**config.mk**
```make
export PLATFORM = sky130hd
export DESIGN_NAME = ata_tf_decoder
export DESIGN_NICKNAME = d
export VERILOG_FILES = /design/src/rtl/ata_tf_pkg.sv /design/src/rtl/ata_tf_addr_dec.sv /design/src/rtl/ata_tf_lane_map.sv /design/src/rtl/ata_tf_regfile.sv /design/src/rtl/ata_tf_data_pair.sv /design/src/rtl/ata_tf_decoder.sv
export SDC_FILE = /design/constraint.sdc
export NUM_CORES = 1
export LEC_CHECK = 0
export ABC_AREA = 1
export BUFFER_PORTS_ARGS = -buffer_cell sky130_fd_sc_hd__buf_2
export CORE_UTILIZATION = 57
export CTS_CLUSTER_DIAMETER = 60
export DETAILED_ROUTE_END_ITERATION = 8
export GPL_ROUTABILITY_DRIVEN = 1
export HOLD_SLACK_MARGIN = 0.1
export PLACE_DENSITY = 0.94
export SKIP_CTS_REPAIR_TIMING = 1
export SLEW_MARGIN = 10
export SYNTH_ARGS = -nofsm -noshare
export SYNTH_HDL_FRONTEND = slang
export SYNTH_SLANG_ARGS = --single-unit
```
**constraint.sdc**
```tcl
create_clock -name clk -period 17.2 [get_ports clk]
set_input_delay 5.16 -clock clk [delete_from_list [all_inputs] [get_ports clk]]
set_output_delay 5.16 -clock clk [all_outputs]
set_load 0.01 [all_outputs]
```
**src/rtl/ata_tf_pkg.sv**
```systemverilog
package ata_tf_pkg;

  localparam int BYTE_W   = 8;
  localparam int RD_SLOTS = 9;

  // Register selected on one byte lane
  typedef enum logic [3:0] {
    RS_NONE, RS_DATA, RS_ERRFEAT, RS_SECCNT, RS_SECNUM, RS_CYLLO,
    RS_CYLHI, RS_HEAD, RS_STATCMD, RS_ALTCTL, RS_DRVADDR
  } reg_sel_e;

  // Card-enable pattern
  typedef enum logic [1:0] {CE_NONE, CE_WORD, CE_EVEN, CE_ODD} ce_mode_e;

  function automatic ce_mode_e ce_decode(input logic ce1_n, input logic ce2_n);
    case ({ce2_n, ce1_n})
      2'b00:   return CE_WORD;
      2'b10:   return CE_EVEN;
      2'b01:   return CE_ODD;
      default: return CE_NONE;
    endcase
  endfunction

  function automatic reg_sel_e tf_sel(input logic [2:0] off);
    case (off)
      3'd1:    return RS_ERRFEAT;
      3'd2:    return RS_SECCNT;
      3'd3:    return RS_SECNUM;
      3'd4:    return RS_CYLLO;
      3'd5:    return RS_CYLHI;
      3'd6:    return RS_HEAD;
      3'd7:    return RS_STATCMD;
      default: return RS_NONE;
    endcase
  endfunction

  function automatic reg_sel_e ctl_sel(input logic [2:0] off);
    case (off)
      3'd6:    return RS_ALTCTL;
      3'd7:    return RS_DRVADDR;
      default: return RS_NONE;
    endcase
  endfunction

  function automatic logic sel_readable(input reg_sel_e s);
    return (s != RS_NONE) && (s != RS_DATA);
  endfunction

  // Slot of a readable register in the read bank
  function automatic int unsigned rd_slot(input reg_sel_e s);
    return int'(s) - int'(RS_ERRFEAT);
  endfunction

  function automatic logic [BYTE_W-1:0] bank_pick(
      input reg_sel_e s, input logic [RD_SLOTS-1:0][BYTE_W-1:0] bank);
    if (!sel_readable(s)) return '0;
    return bank[rd_slot(s)];
  endfunction

  // Storable register in regfile slot g
  function automatic reg_sel_e store_sel(input int g);
    case (g)
      0:       return RS_ERRFEAT;
      1:       return RS_SECCNT;
      2:       return RS_SECNUM;
      3:       return RS_CYLLO;
      4:       return RS_CYLHI;
      5:       return RS_HEAD;
      6:       return RS_ALTCTL;
      default: return RS_NONE;
    endcase
  endfunction

endpackage

```
**src/rtl/ata_tf_addr_dec.sv**
```systemverilog
module ata_tf_addr_dec #(
  parameter int ADDR_W = 10,
  parameter int OFF_W  = 3,
  parameter logic [ADDR_W-1:0] PRI_TF  = 10'h1F0,
  parameter logic [ADDR_W-1:0] PRI_CTL = 10'h3F0,
  parameter logic [ADDR_W-1:0] SEC_TF  = 10'h170,
  parameter logic [ADDR_W-1:0] SEC_CTL = 10'h370
) (
  input  logic              clk,
  input  logic              rst_n,
  input  logic              sec_sel,
  input  logic [ADDR_W-1:0] addr,
  output logic              in_tf,
  output logic              in_ctl,
  output logic [OFF_W-1:0]  off
);
  localparam int HI_W = ADDR_W - OFF_W;

  logic [HI_W-1:0] tf_hi, ctl_hi, a_hi;

  assign a_hi   = addr[ADDR_W-1:OFF_W];
  assign tf_hi  = sec_sel ? SEC_TF[ADDR_W-1:OFF_W]  : PRI_TF[ADDR_W-1:OFF_W];
  assign ctl_hi = sec_sel ? SEC_CTL[ADDR_W-1:OFF_W] : PRI_CTL[ADDR_W-1:OFF_W];
  assign off    = addr[OFF_W-1:0];
  assign in_tf  = (a_hi == tf_hi);
  // only the top two offsets of the control group are decoded
  assign in_ctl = (a_hi == ctl_hi) && (addr[OFF_W-1:1] == '1);

  AST_REGION_EXCL: assert property (@(posedge clk) disable iff (!rst_n)
    !(in_tf && in_ctl));

endmodule

```
**src/rtl/ata_tf_lane_map.sv**
```systemverilog
module ata_tf_lane_map
  import ata_tf_pkg::*;
#(
  parameter int OFF_W = 3
) (
  input  ce_mode_e         ce_mode,
  input  logic             in_tf,
  input  logic             in_ctl,
  input  logic [OFF_W-1:0] off,
  output reg_sel_e         lo_sel,
  output reg_sel_e         hi_sel,
  output logic             word_data,
  output logic             byte_data
);
  function automatic reg_sel_e sel_at(input logic tf, input logic ctl,
                                      input logic [OFF_W-1:0] o);
    if (tf)  return tf_sel(o);
    if (ctl) return ctl_sel(o);
    return RS_NONE;
  endfunction

  logic [OFF_W-1:0] even_off, odd_off;
  logic             data_off;

  assign even_off = {off[OFF_W-1:1], 1'b0};
  assign odd_off  = {off[OFF_W-1:1], 1'b1};
  assign data_off = in_tf && (off[OFF_W-1:1] == '0);

  always_comb begin
    lo_sel    = RS_NONE;
    hi_sel    = RS_NONE;
    word_data = 1'b0;
    byte_data = 1'b0;
    case (ce_mode)
      CE_WORD: begin
        if (data_off) word_data = 1'b1;
        else begin
          lo_sel = sel_at(in_tf, in_ctl, even_off);
          hi_sel = sel_at(in_tf, in_ctl, odd_off);
        end
      end
      CE_EVEN: begin
        if (in_tf && off == '0) byte_data = 1'b1;
        else lo_sel = sel_at(in_tf, in_ctl, off);
      end
      CE_ODD:  hi_sel = sel_at(in_tf, in_ctl, odd_off);
      default: ;
    endcase
  end

endmodule

```
**src/rtl/ata_tf_regfile.sv**
```systemverilog
module ata_tf_regfile
  import ata_tf_pkg::*;
#(
  parameter int NREG = 7
) (
  input  logic                     clk,
  input  logic                     rst_n,
  input  logic                     lo_we,
  input  reg_sel_e                 lo_sel,
  input  logic [BYTE_W-1:0]        lo_byte,
  input  logic                     hi_we,
  input  reg_sel_e                 hi_sel,
  input  logic [BYTE_W-1:0]        hi_byte,
  output logic [NREG*BYTE_W-1:0]   regs_flat
);
  for (genvar g = 0; g < NREG; g++) begin : g_slot
    localparam reg_sel_e MY_SEL = store_sel(g);
    logic [BYTE_W-1:0] q;
    always_ff @(posedge clk) begin
      if (!rst_n)                          q <= '0;
      else if (lo_we && lo_sel == MY_SEL)  q <= lo_byte;
      else if (hi_we && hi_sel == MY_SEL)  q <= hi_byte;
    end
    assign regs_flat[g*BYTE_W +: BYTE_W] = q;
  end

  AST_HOLD_NO_WRITE: assert property (@(posedge clk) disable iff (!rst_n)
    !(lo_we || hi_we) |=> $stable(regs_flat));

endmodule

```
**src/rtl/ata_tf_data_pair.sv**
```systemverilog
module ata_tf_data_pair
  import ata_tf_pkg::*;
(
  input  logic              clk,
  input  logic              rst_n,
  input  logic              byte_acc,
  input  logic              byte_wr,
  input  logic              word_acc,
  input  logic              cmd_wr,
  input  logic [BYTE_W-1:0] din_lo,
  output logic              odd_next,
  output logic [BYTE_W-1:0] even_q
);
  always_ff @(posedge clk) begin
    if (!rst_n) begin
      odd_next <= 1'b0;
      even_q   <= '0;
    end else if (word_acc || cmd_wr) begin
      odd_next <= 1'b0;
    end else if (byte_acc) begin
      odd_next <= ~odd_next;
      if (byte_wr && !odd_next) even_q <= din_lo;
    end
  end

  AST_PAIR_FLIP: assert property (@(posedge clk) disable iff (!rst_n)
    (byte_acc && !word_acc && !cmd_wr) |=> (odd_next != $past(odd_next)));

  AST_PAIR_CLEAR: assert property (@(posedge clk) disable iff (!rst_n)
    (word_acc || cmd_wr) |=> !odd_next);

endmodule

```
**src/rtl/ata_tf_decoder.sv**
```systemverilog
module ata_tf_decoder
  import ata_tf_pkg::*;
#(
  parameter int ADDR_W = 10,
  localparam int WORD_W = 2 * BYTE_W,
  localparam int NPARAM = 6,
  localparam int NREG   = NPARAM + 1
) (
  input  logic                     clk,
  input  logic                     rst_n,
  input  logic                     sec_sel,
  input  logic [ADDR_W-1:0]        addr,
  input  logic                     ce1_n,
  input  logic                     ce2_n,
  input  logic                     iord_n,
  input  logic                     iowr_n,
  input  logic [WORD_W-1:0]        din,
  output logic [WORD_W-1:0]        dout,
  output logic                     doe,
  input  logic [BYTE_W-1:0]        status_in,
  input  logic [BYTE_W-1:0]        altstat_in,
  input  logic [BYTE_W-1:0]        error_in,
  input  logic [BYTE_W-1:0]        drvaddr_in,
  output logic                     cmd_valid,
  output logic [BYTE_W-1:0]        cmd_byte,
  output logic                     int_ack,
  output logic [BYTE_W-1:0]        devctl_out,
  output logic [NPARAM*BYTE_W-1:0] param_out,
  input  logic [WORD_W-1:0]        dp_rdata,
  output logic                     dp_rd,
  output logic                     dp_wr,
  output logic [WORD_W-1:0]        dp_wdata
);
  localparam int OFF_W = 3;

  // Named internal events
  logic             in_tf, in_ctl;
  logic [OFF_W-1:0] off;
  ce_mode_e         ce_mode;
  reg_sel_e         lo_sel, hi_sel;
  logic             word_data, byte_data;
  logic             rd_cyc, wr_cyc, acc_cyc;
  logic             pair_odd;
  logic [BYTE_W-1:0] even_q;
  logic [NREG*BYTE_W-1:0] regs_flat;
  logic [BYTE_W-1:0] lo_val, hi_val;
  logic [RD_SLOTS-1:0][BYTE_W-1:0] rd_bank;
  logic             ctl7_write;

  assign rd_cyc  = !iord_n && iowr_n;
  assign wr_cyc  = iord_n && !iowr_n;
  assign acc_cyc = rd_cyc || wr_cyc;
  assign ce_mode = ce_decode(ce1_n, ce2_n);

  ata_tf_addr_dec #(.ADDR_W(ADDR_W), .OFF_W(OFF_W)) i_addr_dec (
    .clk(clk), .rst_n(rst_n), .sec_sel(sec_sel), .addr(addr),
    .in_tf(in_tf), .in_ctl(in_ctl), .off(off));

  ata_tf_lane_map #(.OFF_W(OFF_W)) i_lane_map (
    .ce_mode(ce_mode), .in_tf(in_tf), .in_ctl(in_ctl), .off(off),
    .lo_sel(lo_sel), .hi_sel(hi_sel),
    .word_data(word_data), .byte_data(byte_data));

  ata_tf_regfile #(.NREG(NREG)) i_regfile (
    .clk(clk), .rst_n(rst_n),
    .lo_we(wr_cyc && lo_sel != RS_NONE), .lo_sel(lo_sel), .lo_byte(din[BYTE_W-1:0]),
    .hi_we(wr_cyc && hi_sel != RS_NONE), .hi_sel(hi_sel), .hi_byte(din[WORD_W-1:BYTE_W]),
    .regs_flat(regs_flat));

  ata_tf_data_pair i_data_pair (
    .clk(clk), .rst_n(rst_n),
    .byte_acc(acc_cyc && byte_data), .byte_wr(wr_cyc),
    .word_acc(acc_cyc && word_data), .cmd_wr(cmd_valid),
    .din_lo(din[BYTE_W-1:0]),
    .odd_next(pair_odd), .even_q(even_q));

  assign param_out  = regs_flat[NPARAM*BYTE_W-1:0];
  assign devctl_out = regs_flat[NREG*BYTE_W-1:NPARAM*BYTE_W];

  // Read bank, in slot order of the package
  assign rd_bank = {drvaddr_in, altstat_in, status_in,
                    regs_flat[5*BYTE_W +: BYTE_W], regs_flat[4*BYTE_W +: BYTE_W],
                    regs_flat[3*BYTE_W +: BYTE_W], regs_flat[2*BYTE_W +: BYTE_W],
                    regs_flat[1*BYTE_W +: BYTE_W], error_in};
  assign lo_val  = bank_pick(lo_sel, rd_bank);
  assign hi_val  = bank_pick(hi_sel, rd_bank);

  always_comb begin
    doe  = 1'b0;
    dout = '0;
    if (rd_cyc) begin
      doe = word_data || byte_data || lo_sel != RS_NONE || hi_sel != RS_NONE;
      if (word_data)      dout = dp_rdata;
      else if (byte_data) dout = {{BYTE_W{1'b0}},
                                  pair_odd ? dp_rdata[WORD_W-1:BYTE_W] : dp_rdata[BYTE_W-1:0]};
      else                dout = {hi_val, lo_val};
    end
  end

  assign int_ack   = rd_cyc && (lo_sel == RS_STATCMD || hi_sel == RS_STATCMD);
  assign cmd_valid = wr_cyc && (lo_sel == RS_STATCMD || hi_sel == RS_STATCMD);
  assign cmd_byte  = (lo_sel == RS_STATCMD) ? din[BYTE_W-1:0] : din[WORD_W-1:BYTE_W];

  assign dp_rd    = rd_cyc && (word_data || (byte_data && pair_odd));
  assign dp_wr    = wr_cyc && (word_data || (byte_data && pair_odd));
  assign dp_wdata = word_data ? din : {din[BYTE_W-1:0], even_q};

  assign ctl7_write = wr_cyc && in_ctl && off == 3'd7 && ce_mode == CE_EVEN;

  AST_DOE_ONLY_READ: assert property (@(posedge clk) disable iff (!rst_n)
    doe |-> (!iord_n && iowr_n));
  AST_INTACK_DRIVES: assert property (@(posedge clk) disable iff (!rst_n)
    int_ack |-> doe);
  AST_PORT_EXCL: assert property (@(posedge clk) disable iff (!rst_n)
    !(dp_rd && dp_wr));
  AST_CMD_CLEARS_PAIR: assert property (@(posedge clk) disable iff (!rst_n)
    cmd_valid |=> !pair_odd);
  AST_CTL7_IGNORED: assert property (@(posedge clk) disable iff (!rst_n)
    ctl7_write |=> $stable(devctl_out));
  AST_NO_STROBE_OUTSIDE: assert property (@(posedge clk) disable iff (!rst_n)
    (!in_tf && !in_ctl) |-> !(doe || cmd_valid || dp_rd || dp_wr || int_ack));

endmodule

```
# Word-level counts from Yosys, hierarchy flattened
# Index checks and enable logic that the tools add are counted.
word_totals:
  inputBits: 81
  out_inout_bits: 101
  wordCells: 180
  reg_bits: 65
classes:
  add_sub_neg: 2
  bitwise: 3
  n_reduce_logical: 55
  muxes: 74
  n_eq_ne: 35
  magnitude_cmp: 2
ops:
  columns: ["operator", "count"]
  rows:
  - ["two-way mux 8 bit", 20]
  - ["two-way mux 4 bit", 19]
  - ["binary-select mux 8 bit (select 4 bit)", 2]
  - ["< comparator 32 x 5 -> 1 bit, second input constant", 2]
  - ["two-way mux 16 bit", 4]
  - ["== test 4 x 3 -> 1 bit, second input constant", 8]
  - ["logical AND 1 bit", 31]
  - ["one-hot mux 4 bit (7 select lines)", 1]
  - ["one-hot mux 4 bit (2 select lines)", 3]
  - ["two-way mux 1 bit", 20]
  - ["== test 4 x 2 -> 1 bit, second input constant", 4]
  - ["== test 4 bit, second input constant", 4]
  - ["one-hot mux 4 bit (4 select lines)", 1]
  - ["== test 7 bit", 2]
  - ["nonzero test 2 bit", 7]
  - ["== test 3 bit, second input constant", 4]
  - ["== test 2 bit, second input constant", 5]
  - ["two-way mux 5 bit", 2]
  - ["subtractor 4 x 2 -> 5 bit, second input constant", 2]
  - ["one-hot mux 3 bit (3 select lines)", 1]
  - ["!= test 4 x 1 -> 1 bit, second input constant", 2]
  - ["nonzero test 4 bit", 2]
  - ["logical OR 1 bit", 7]
  - ["== test 2 x 1 -> 1 bit, second input constant", 3]
  - ["other kinds (9)", 15]

# Longest topological paths before layout
# Gate-level depths: netlist of the first run.
depth:
  ltp_word: 19
  depth_mapped: 21
  depth_no_buf: 19

# Modules after synthesis
# Synthesis of the first run repeated with hierarchy kept, for this count alone.
unflattened:
  cells_unflattened: 1172
  area_unflattened_um2: 6492.5
by_module_without_submodules:
  columns: ["module", "instances", "seq_area_each_um2", "cells_each", "area_each_um2"]
  rows:
  - ["ata_tf_regfile", 1, 1121.1, 458, 3075.4]
  - ["ata_tf_decoder", 1, 0.0, 578, 2563.7]
  - ["ata_tf_data_pair", 1, 180.2, 61, 445.4]
  - ["ata_tf_lane_map", 1, 0.0, 56, 321.6]
  - ["ata_tf_addr_dec", 1, 0.0, 19, 86.3]

# Worst setup path before layout of the first run
# No wires, ideal clock.
synth_path:
  path_type: "input to output"
  startpoint: "in addr[1]"
  endpoint: "out dout[11]"
  t_arrival_ns: 7.824
  cell_stages: 17
  setup_slack_ns: 4.216
  n_path_buf: 2
  t_required_ns: 12.040
  path_cell_list: "ha_1 nand2_1 inv_1 nand3_2 a21oi_1 nand2_1 nor2_1 buf_2 inv_1 ha_1 ha_1 inv_1 clkbuf_1 a21oi_1 a21oi_1 o211ai_1 a21oi_1"
synth_between:
  elab_chain_len: 17
  elab_cells_between_ends: 38
  classes_between: "add/sub (1); eq/ne (4); mux (26); reduce/logical (7)"
synth_lines:
  columns: ["element", "line", "source"]
  rows:
  - ["from (decl)", "ata_tf_decoder.sv:12", "input logic [ADDR_W-1:0] addr,"]
  - ["== test 2 bit", "ata_tf_pkg.sv:25, ata_tf_pkg.sv:38, ata_tf_addr_dec.sv:27", null]
  - ["logical AND 1 bit", "ata_tf_addr_dec.sv:27", "assign in_ctl = (a_hi == ctl_hi) && (addr[OFF_W-1:1] == '1);"]
  - ["two-way mux 1 bit (2 in a row)", "ata_tf_lane_map.sv:18", "if (ctl) return ctl_sel(o);"]
  - ["two-way mux 1 bit", "ata_tf_lane_map.sv:36", "if (data_off) word_data = 1'b1;"]
  - ["two-way mux 1 bit", "ata_tf_lane_map.sv:34", "case (ce_mode)"]
  - ["two-way mux 4 bit", "ata_tf_lane_map.sv:19", "return RS_NONE;"]
  - ["two-way mux 4 bit", "ata_tf_lane_map.sv:18", null]
  - ["two-way mux 4 bit", "ata_tf_lane_map.sv:36", null]
  - ["one-hot mux 4 bit (2 select lines)", "ata_tf_lane_map.sv:34", null]
  - ["subtractor 4 x 2 -> 5 bit", "ata_tf_pkg.sv:51", "return int'(s) - int'(RS_ERRFEAT);"]
  - ["binary-select mux 8 bit (select 4 bit)", "ata_tf_pkg.sv:57", "return bank[rd_slot(s)];"]
  - ["two-way mux 8 bit (implied by the code)", "ata_tf_pkg.sv:57", null]
  - ["two-way mux 8 bit", "ata_tf_pkg.sv:57", null]
  - ["two-way mux 16 bit", "ata_tf_decoder.sv:94", "else if (byte_data) dout = {{BYTE_W{1'b0}},"]
  - ["two-way mux 16 bit *", "ata_tf_decoder.sv:93", "if (word_data) dout = dp_rdata;"]
  - ["two-way mux 16 bit *", "ata_tf_decoder.sv:91", "if (rd_cyc) begin"]
  - ["to (decl)", "ata_tf_decoder.sv:18", "output logic [WORD_W-1:0] dout,"]
# Mark *: on every way between the ends. The rest lies on a longest branch, timed or not. The select of a mux whose other input is x is not followed.

# Worst setup path in the final report of the first run
layout_path:
  startpoint: "in addr[2]"
  endpoint: "out dout[4]"
layout_between:
  elab_chain_len: 17
  elab_cells_between_ends: 51
  classes_between: "add/sub (1); eq/ne (11); mux (32); reduce/logical (7)"
layout_lines:
  columns: ["element", "line"]
  rows:
  - ["== test 2 bit", "ata_tf_pkg.sv:25, ata_tf_pkg.sv:38, ata_tf_addr_dec.sv:27"]
  - ["logical AND 1 bit", "ata_tf_addr_dec.sv:27"]
  - ["two-way mux 1 bit (2 in a row)", "ata_tf_lane_map.sv:18"]
  - ["two-way mux 1 bit, on equally long branches", "ata_tf_lane_map.sv:43, ata_tf_lane_map.sv:36"]
  - ["two-way mux 1 bit", "ata_tf_lane_map.sv:34"]
  - ["two-way mux 4 bit", "ata_tf_lane_map.sv:19"]
  - ["two-way mux 4 bit", "ata_tf_lane_map.sv:18"]
  - ["two-way mux 4 bit, on equally long branches", "ata_tf_lane_map.sv:43, ata_tf_lane_map.sv:36"]
  - ["one-hot mux 4 bit (2 select lines)", "ata_tf_lane_map.sv:34"]
  - ["subtractor 4 x 2 -> 5 bit", "ata_tf_pkg.sv:51"]
  - ["binary-select mux 8 bit (select 4 bit)", "ata_tf_pkg.sv:57"]
  - ["two-way mux 8 bit (implied by the code)", "ata_tf_pkg.sv:57"]
  - ["two-way mux 8 bit", "ata_tf_pkg.sv:57"]
  - ["two-way mux 16 bit", "ata_tf_decoder.sv:94"]
  - ["two-way mux 16 bit *", "ata_tf_decoder.sv:93"]
  - ["two-way mux 16 bit *", "ata_tf_decoder.sv:91"]
# Marks and branches as above.

==> impl_metrics.csv, run 1 <==
group,metric,value,unit
grt,track_usage,37.9,%
worst_setup_path,crit_path_start,"addr[2]",
synth,synth_cell_type_count,38,
final_layout,final_common_cell,"nand2_1",
worst_setup_path,crit_path_top_delay_cell,"nand2_1",
final_layout,syn_to_final_growth,18.9,%
grt,grt_pass1_wl,30400,µm
clocking,root_buffer,"clkbuf_8",
synth,synthAdderAreaFrac,3.96,%
worst_setup_path,crit_arrival,8.73,ns
power_and_ir_drop,p_seq_share,43.8,%
worst_setup_path,path_class,"in2out",
final_layout,nets,1198,
grt,grt-ovfl-total,0,
hold_path,worstHoldPathCells,2,
sta,worst_slack,3.31,ns
floorplan,die_w,102,µm
power_and_ir_drop,pwr-share-clk,43.5,%
clocking,clk_pin_slew_worst_paths,0.07,ns
clocking,numCtsBuffers,9,
drt,met2_length,8620,µm
synth,synthesis.nets,1047,
clocking,cts.sinks,65,
power_and_ir_drop,comb_power_share,12.8,%
placed_design,gp_congestion,1.01,
placed_design,post-place-ws,3.52,ns
floorplan,start_util,58.5,%
grt,antenna_found_initial,0,
power_and_ir_drop,p_leak,0.00346,µW
worst_setup_path,crit_top_cell,"nand2_1",
synth,synth_enable_flop_cells,0,
synth,synth-simple-area-share,40.0,%
sta,period_share,80.8,%
sta,finalHoldViolCount,0,
synth,ys.warnings.count,0,
worst_setup_path,path_max_fanout,33,
clocking,cts_tree,"built",
job,cap_violations,0,
clocking,clk_latency,0.34,ns
synth,synth_mux_area_share,0,%
clocking,clockBufferDepth,2,
synth,avgSynthCellArea,6.00,µm²
worst_setup_path,slowest_delay,1.04,ns
drt,first_pass_iters,7,
sta,fin_skew,0.00688,ns
floorplan,die-area,10400,µm²
sta,max_freq,72.0,MHz
worst_setup_path,rr_startpoint,"i_data_pair.odd_next$_SDFFE_PP0P_",
power_and_ir_drop,power.switching,95.2,µW
power_and_ir_drop,switching_share,27.7,%
floorplan,fp.coreArea,9730,µm²
drt,wl_per_cell,16.2,µm
sta,setup_tns,0,ns
final_layout,post-route-util,69.5,%
final_layout,num-fill-cells,900,
worst_setup_path,start_kind,"input pin",
power_and_ir_drop,peakVddDrop,0.0437,mV
sta,rsz0062_at_grt,"false",
synth,synth-compound-area-share,18.8,%
worst_setup_path,required,12.04,ns
grt,grt_start_max_net_pins,43,
placed_design,dp_hpwl,14800,µm
clocking,htreeDepth,3,
sta,relSlewSlack,25.7,%
drt,route.detailed.drc,0,
drt,wl_met1,7820,µm
hold_path,hp-class,"reg2reg",
drt,antenna_left,0,
drt,vias_per_cell,5.72,
worst_setup_path,worstPathCellList,"buf_2 -> ha_1 -> nand2_1 -> inv_1 -> nand3_2 -> nor2_4 -> nand2_2 -> nand2_1 -> nand3_2 -> nand2_1 -> nand2_1 -> nand2_1 -> nand2_1 -> nand3_1 -> nand3_1 -> nand2_1 -> a21oi_1 -> buf_2",
synth,synth_top_flop_cell,"dfxtp_1",
drt,wl,20000,µm
final_layout,layout_common_cells,"230 x nand2_1, 181 x buf_2, 137 x inv_1, 93 x nand3_1, 90 x nor2_1",
synth,synth_area,5690,µm²
sta,hold_slack,0.445,ns
synth,syn_inst,948,
sta,fin_crit,13.89,ns
power_and_ir_drop,p_int,248,µW
worst_setup_path,endpoint_kind,"primary output",
drt,wl_met3,2680,µm
synth,synth_top_family_by_area,"simple AND/OR/NAND/NOR gates",
worst_setup_path,r2r_cells,5,
floorplan,row_count,36,
placed_design,port_buffers,181,
floorplan,boundaryPins,182,
sta,slew_viol_final,0,
drt,initialDrtViolationCount,645,
synth,async_reset_ff_share,0,%
drt,route.top_layer_used,"met4",
drt,vias,7076,
status,status,"finished clean",
final_layout,drive_above_1_share,23.1,%
final_layout,diodes,0,
synth,synthXorXnorAreaFrac,0.638,%
synth,ys_ff_latch,65,
hold_path,hp-start,"i_regfile.g_slot[6].q[2]$_SDFFE_PN0P_",
sta,worst_pin_slew,1.11,ns
floorplan,fp.dieH,102,µm
synth,yosysSeqAreaShare,22.9,%
power_and_ir_drop,pwr_density_cell,50.8,nW/µm²
sta,setup_violations,0,
grt,grt_pass1_vias,6054,
power by group through the flow:
stage                     clock network, µW  registers [µW]  logic, µW
after CTS                               148             150       42.7
after floorplan                           0             154       20.7
final                                   149             150       43.8
after global placement                    0             154       42.0
after global routing                    156             150       47.3
after detailed placement                  0             154       42.3
layer usage:
metal / vias to the layer above / GRT usage (%)
li1: 3364 / -
met2: 546 / 59.9
met3: 81 / 6.43
met4: 0 / 17.8
met5: - / 0
met1: 3085 / 50.6
synthesized netlist by cell type, types with 2 or more instances:
master | instances | area, µm²
nand2_1 | 230 | 863
inv_1 | 137 | 514
nand3_1 | 93 | 465
nor2_1 | 91 | 342
o21ai_0 | 80 | 400
a21oi_1 | 71 | 355
dfxtp_1 | 65 | 1300
clkbuf_1 | 23 | 86.3
ha_1 | 18 | 225
nand2_2 | 11 | 68.8
nand2_4 | 9 | 101
a211oi_1 | 8 | 60.1
a31oi_1 | 8 | 50.1
buf_2 | 8 | 40.0
nand3_2 | 8 | 80.1
nand3b_1 | 8 | 60.1
nand4_1 | 8 | 50.1
nor2_2 | 8 | 50.1
o211ai_1 | 8 | 60.1
o31ai_1 | 8 | 60.1
nor2_4 | 7 | 78.8
o2111ai_1 | 6 | 52.6
buf_6 | 5 | 56.3
buf_1 | 3 | 11.3
buf_4 | 3 | 22.5
clkinv_1 | 3 | 11.3
inv_2 | 3 | 11.3
nand3_4 | 3 | 52.6
nor3_4 | 3 | 48.8
o21ai_1 | 3 | 15.0
nor3_1 | 2 | 10.0
state kept, by name (all words and copies together), names as in the netlist:
| signal | count |
|---|---|
| i_regfile.g_slot.q | 56 |
| i_data_pair.even_q | 8 |
| i_data_pair.odd_next | 1 |
final timing paths:
check | end | slack (ns)
setup / recovery | dout[4] | 3.31
hold / removal | i_regfile.g_slot[6].q[2]$_SDFFE_PN0P_ | 0.45
hold reg to reg | i_regfile.g_slot[6].q[2]$_SDFFE_PN0P_ | 0.45
setup reg to reg | i_data_pair.even_q[1]$_SDFFE_PN0P_ | 15.77
kinds of logic after synthesis:
logic type,count (synthesis)
AO/OA/AOI/OAI,194
XOR/XNOR,2
adder cells (fa/ha/maj),18
buffers and inverters,187
flip-flops,65
AND/OR/NAND/NOR,482
cell type report:
cell class              count  area [µm²]  area share (%)
clock buffers               9         124            1.83
multi-input cells         696        3610            53.4
well taps                 133         166            2.46
clock inverters             7        98.8            1.46
inverters                 144         542            8.01
flip-flops and latches     65        1300            19.2
repair buffers            183         921            13.6
per-stage QoR:
step | instance area [µm²] | total power (µW) | std cells
2_1_floorplan | 5690 | 175 | 948
3_3_place_gp | 6540 | 196 | 1221
3_5_place_dp | 6540 | 196 | 1221
4_1_cts | 6770 | 341 | 1237
5_1_grt | 6770 | 353 | 1237
6_report | 6770 | 343 | 1237
worst max-delay path: cells and delay by family:
family | cells | cell delay (ns)
buf+inv | 3 | 0.34
fa+ha+maj | 1 | 0.25
simple gates | 13 | 2.88
compound gates | 1 | 0.07
Power figures use the tool's default switching activity.
==> run 2: changes to the inputs <==
CORE_UTILIZATION = 53   (was 57)
PLACE_DENSITY = 0.89   (was 0.94)
clock period = 13.8 ns   (was 17.2 ns; I/O delays follow)
==> impl_metrics.csv, run 2 (synthesized netlist as in run 1, its figures left out) <==
group,metric,value,unit
drt,vias,6934,
final_layout,final_common_cell,"nand2_1",
sta,rsz0062_at_grt,"false",
grt,grt_start_max_net_pins,43,
floorplan,fp.coreArea,10400,µm²
floorplan,boundaryPins,182,
clocking,root_buffer,"clkbuf_8",
power_and_ir_drop,comb_power_share,12.7,%
drt,wl,19800,µm
final_layout,seq_area,1300,µm²
worst_setup_path,path_max_fanout,33,
grt,grt_pass1_wl,31000,µm
final_layout,diodes,0,
placed_design,gp_congestion,0.991,
grt,grt_pass1_vias,6114,
power_and_ir_drop,p_int,310,µW
power_and_ir_drop,p_seq_share,44.0,%
floorplan,die_w,106,µm
drt,vias_per_cell,5.59,
floorplan,start_util,54.9,%
hold_path,worstHoldPathCells,2,
clocking,cts.sinks,65,
drt,initialDrtViolationCount,589,
sta,fin_crit,11.54,ns
final_layout,top_regs,"i_regfile.g_slot.q x56, i_data_pair.even_q x8, i_data_pair.odd_next x1",
sta,setup_tns,0,ns
hold_path,whs_endpoint,"i_regfile.g_slot[6].q[3]$_SDFFE_PN0P_",
grt,track_usage,34.9,%
job,cap_violations,0,
final_layout,largest-register,"i_regfile.g_slot.q",
final_layout,num-fill-cells,992,
clocking,numCtsBuffers,9,
worst_setup_path,crit_path_top_delay_cell,"nand2_1",
clocking,clk_pin_slew_worst_paths,0.07,ns
sta,max_freq,86.7,MHz
worst_setup_path,endpoint_kind,"primary output",
floorplan,die-area,11200,µm²
clocking,cts_tree,"built",
sta,worst_pin_slew,1.10,ns
final_layout,largest_reg_flops,56,
final_layout,layout_common_cells,"230 x nand2_1, 181 x buf_2, 137 x inv_1, 93 x nand3_1, 90 x nor2_1",
power_and_ir_drop,power,426,µW
drt,antenna_left,0,
worst_setup_path,worstPathCellList,"buf_2 -> ha_1 -> nand2_1 -> inv_1 -> nand3_2 -> nor2_4 -> nand2_2 -> nand2_1 -> nand3_2 -> nand2_1 -> nand2_1 -> nand2_1 -> nand2_1 -> nand3_1 -> nand3_1 -> nand2_1 -> a21oi_1 -> buf_2",
sta,slew_viol_final,0,
clocking,clk_latency,0.35,ns
worst_setup_path,r2r-end,"i_data_pair.even_q[7]$_SDFFE_PN0P_",
sta,period_share,83.6,%
worst_setup_path,r2r_setup_slack,12.34,ns
sta,relSlewSlack,26.6,%
final_layout,syn_to_final_growth,19.1,%
floorplan,row_count,37,
power_and_ir_drop,pwr_density_cell,62.8,nW/µm²
final_layout,nets,1199,
status,status,"finished clean",
worst_setup_path,path_class,"in2out",
floorplan,fp.dieH,106,µm
final_layout,drive_above_1_share,23.2,%
power_and_ir_drop,p_leak,0.00347,µW
hold_path,hp-start,"i_regfile.g_slot[6].q[3]$_SDFFE_PN0P_",
sta,setup_violations,0,
grt,antenna_found_initial,0,
worst_setup_path,r2r_cells,5,
drt,wl_per_cell,16.0,µm
placed_design,dp_hpwl,15200,µm
worst_setup_path,start_kind,"input pin",
power_and_ir_drop,peakVddDrop,0.0854,mV
worst_setup_path,crit_top_cell,"nand2_1",
clocking,clockBufferDepth,2,
power_and_ir_drop,power.switching,116,µW
clocking,htreeDepth,3,
power_and_ir_drop,switching_share,27.3,%
drt,route.detailed.drc,0,
worst_setup_path,crit_arrival,7.40,ns
worst_setup_path,slowest_delay,0.96,ns
worst_setup_path,rr_startpoint,"i_data_pair.odd_next$_SDFFE_PP0P_",
hold_path,hp-class,"reg2reg",
final_layout,multi_input_area,3610,µm²
power_and_ir_drop,pwr-share-clk,43.3,%
worst_setup_path,required,9.66,ns
sta,finalHoldViolCount,0,
grt,grt-ovfl-total,0,
sta,fin_skew,0.0122,ns
drt,first_pass_iters,8,
placed_design,port_buffers,181,
run 2: cell count changes in the layout (fill, tap and decap cells not counted), sizes merged:
cell,delta
buf,+1
clkinv,+1
clkinvlp,-1
run 2: how the worst max path moves through the flow:
stage / from / end / slack, ns
2_1_floorplan: addr[1] / dout[11] / 2.86
6_report: addr[2] / dout[2] / 2.26
4_1_cts: addr[2] / dout[3] / 2.37
3_5_place_dp: addr[2] / dout[3] / 2.38
3_3_place_gp: addr[2] / dout[5] / 2.38
5_1_grt: addr[2] / dout[2] / 1.91
run 2: final cells by class:
cell class	instances	area share, %
clock buffers	9	1.83
clock inverters	7	1.48
inverters	144	7.99
multi-input cells	696	53.3
flip-flops and latches	65	19.2
well taps	136	2.51
repair buffers	184	13.7
run 2: per-stage QoR:
step / setup WS (ns) / cells / hold slack [ns] / cell area [µm²] / utilization, %
CTS: 2.37 / 1241 / 0.445 / 6780 / 65.4
global route: 1.91 / 1241 / 0.466 / 6780 / 65.4
global placement: 2.38 / 1225 / 0.431 / 6550 / 63.2
detailed placement: 2.38 / 1225 / 0.434 / 6550 / 63.2
finish: 2.26 / 1241 / 0.443 / 6780 / 65.4
floorplan: 2.86 / 948 / 0.468 / 5690 / -
run 2: critical path: cells and delay by family:
family | cells | cell delay, ns
compound gates | 1 | 0.07
fa+ha+maj | 1 | 0.23
buf+inv | 3 | 0.34
simple gates | 13 | 2.60
run 2: power groups by stage:
stage	registers, µW	clock network [µW]	logic, µW
2_1_floorplan	192	0	25.8
3_3_place_gp	192	0	52.5
3_5_place_dp	192	0	52.5
4_1_cts	187	184	52.9
5_1_grt	187	194	58.5
6_report	187	184	54.1
run 2: metal layers:
layer | track usage, % | part of all wire, %
met1 | 47.9 | 43
met2 | 55.9 | 45
met3 | 5.57 | 10
met4 | 10.9 | 2.0
met5 | 0 | 0
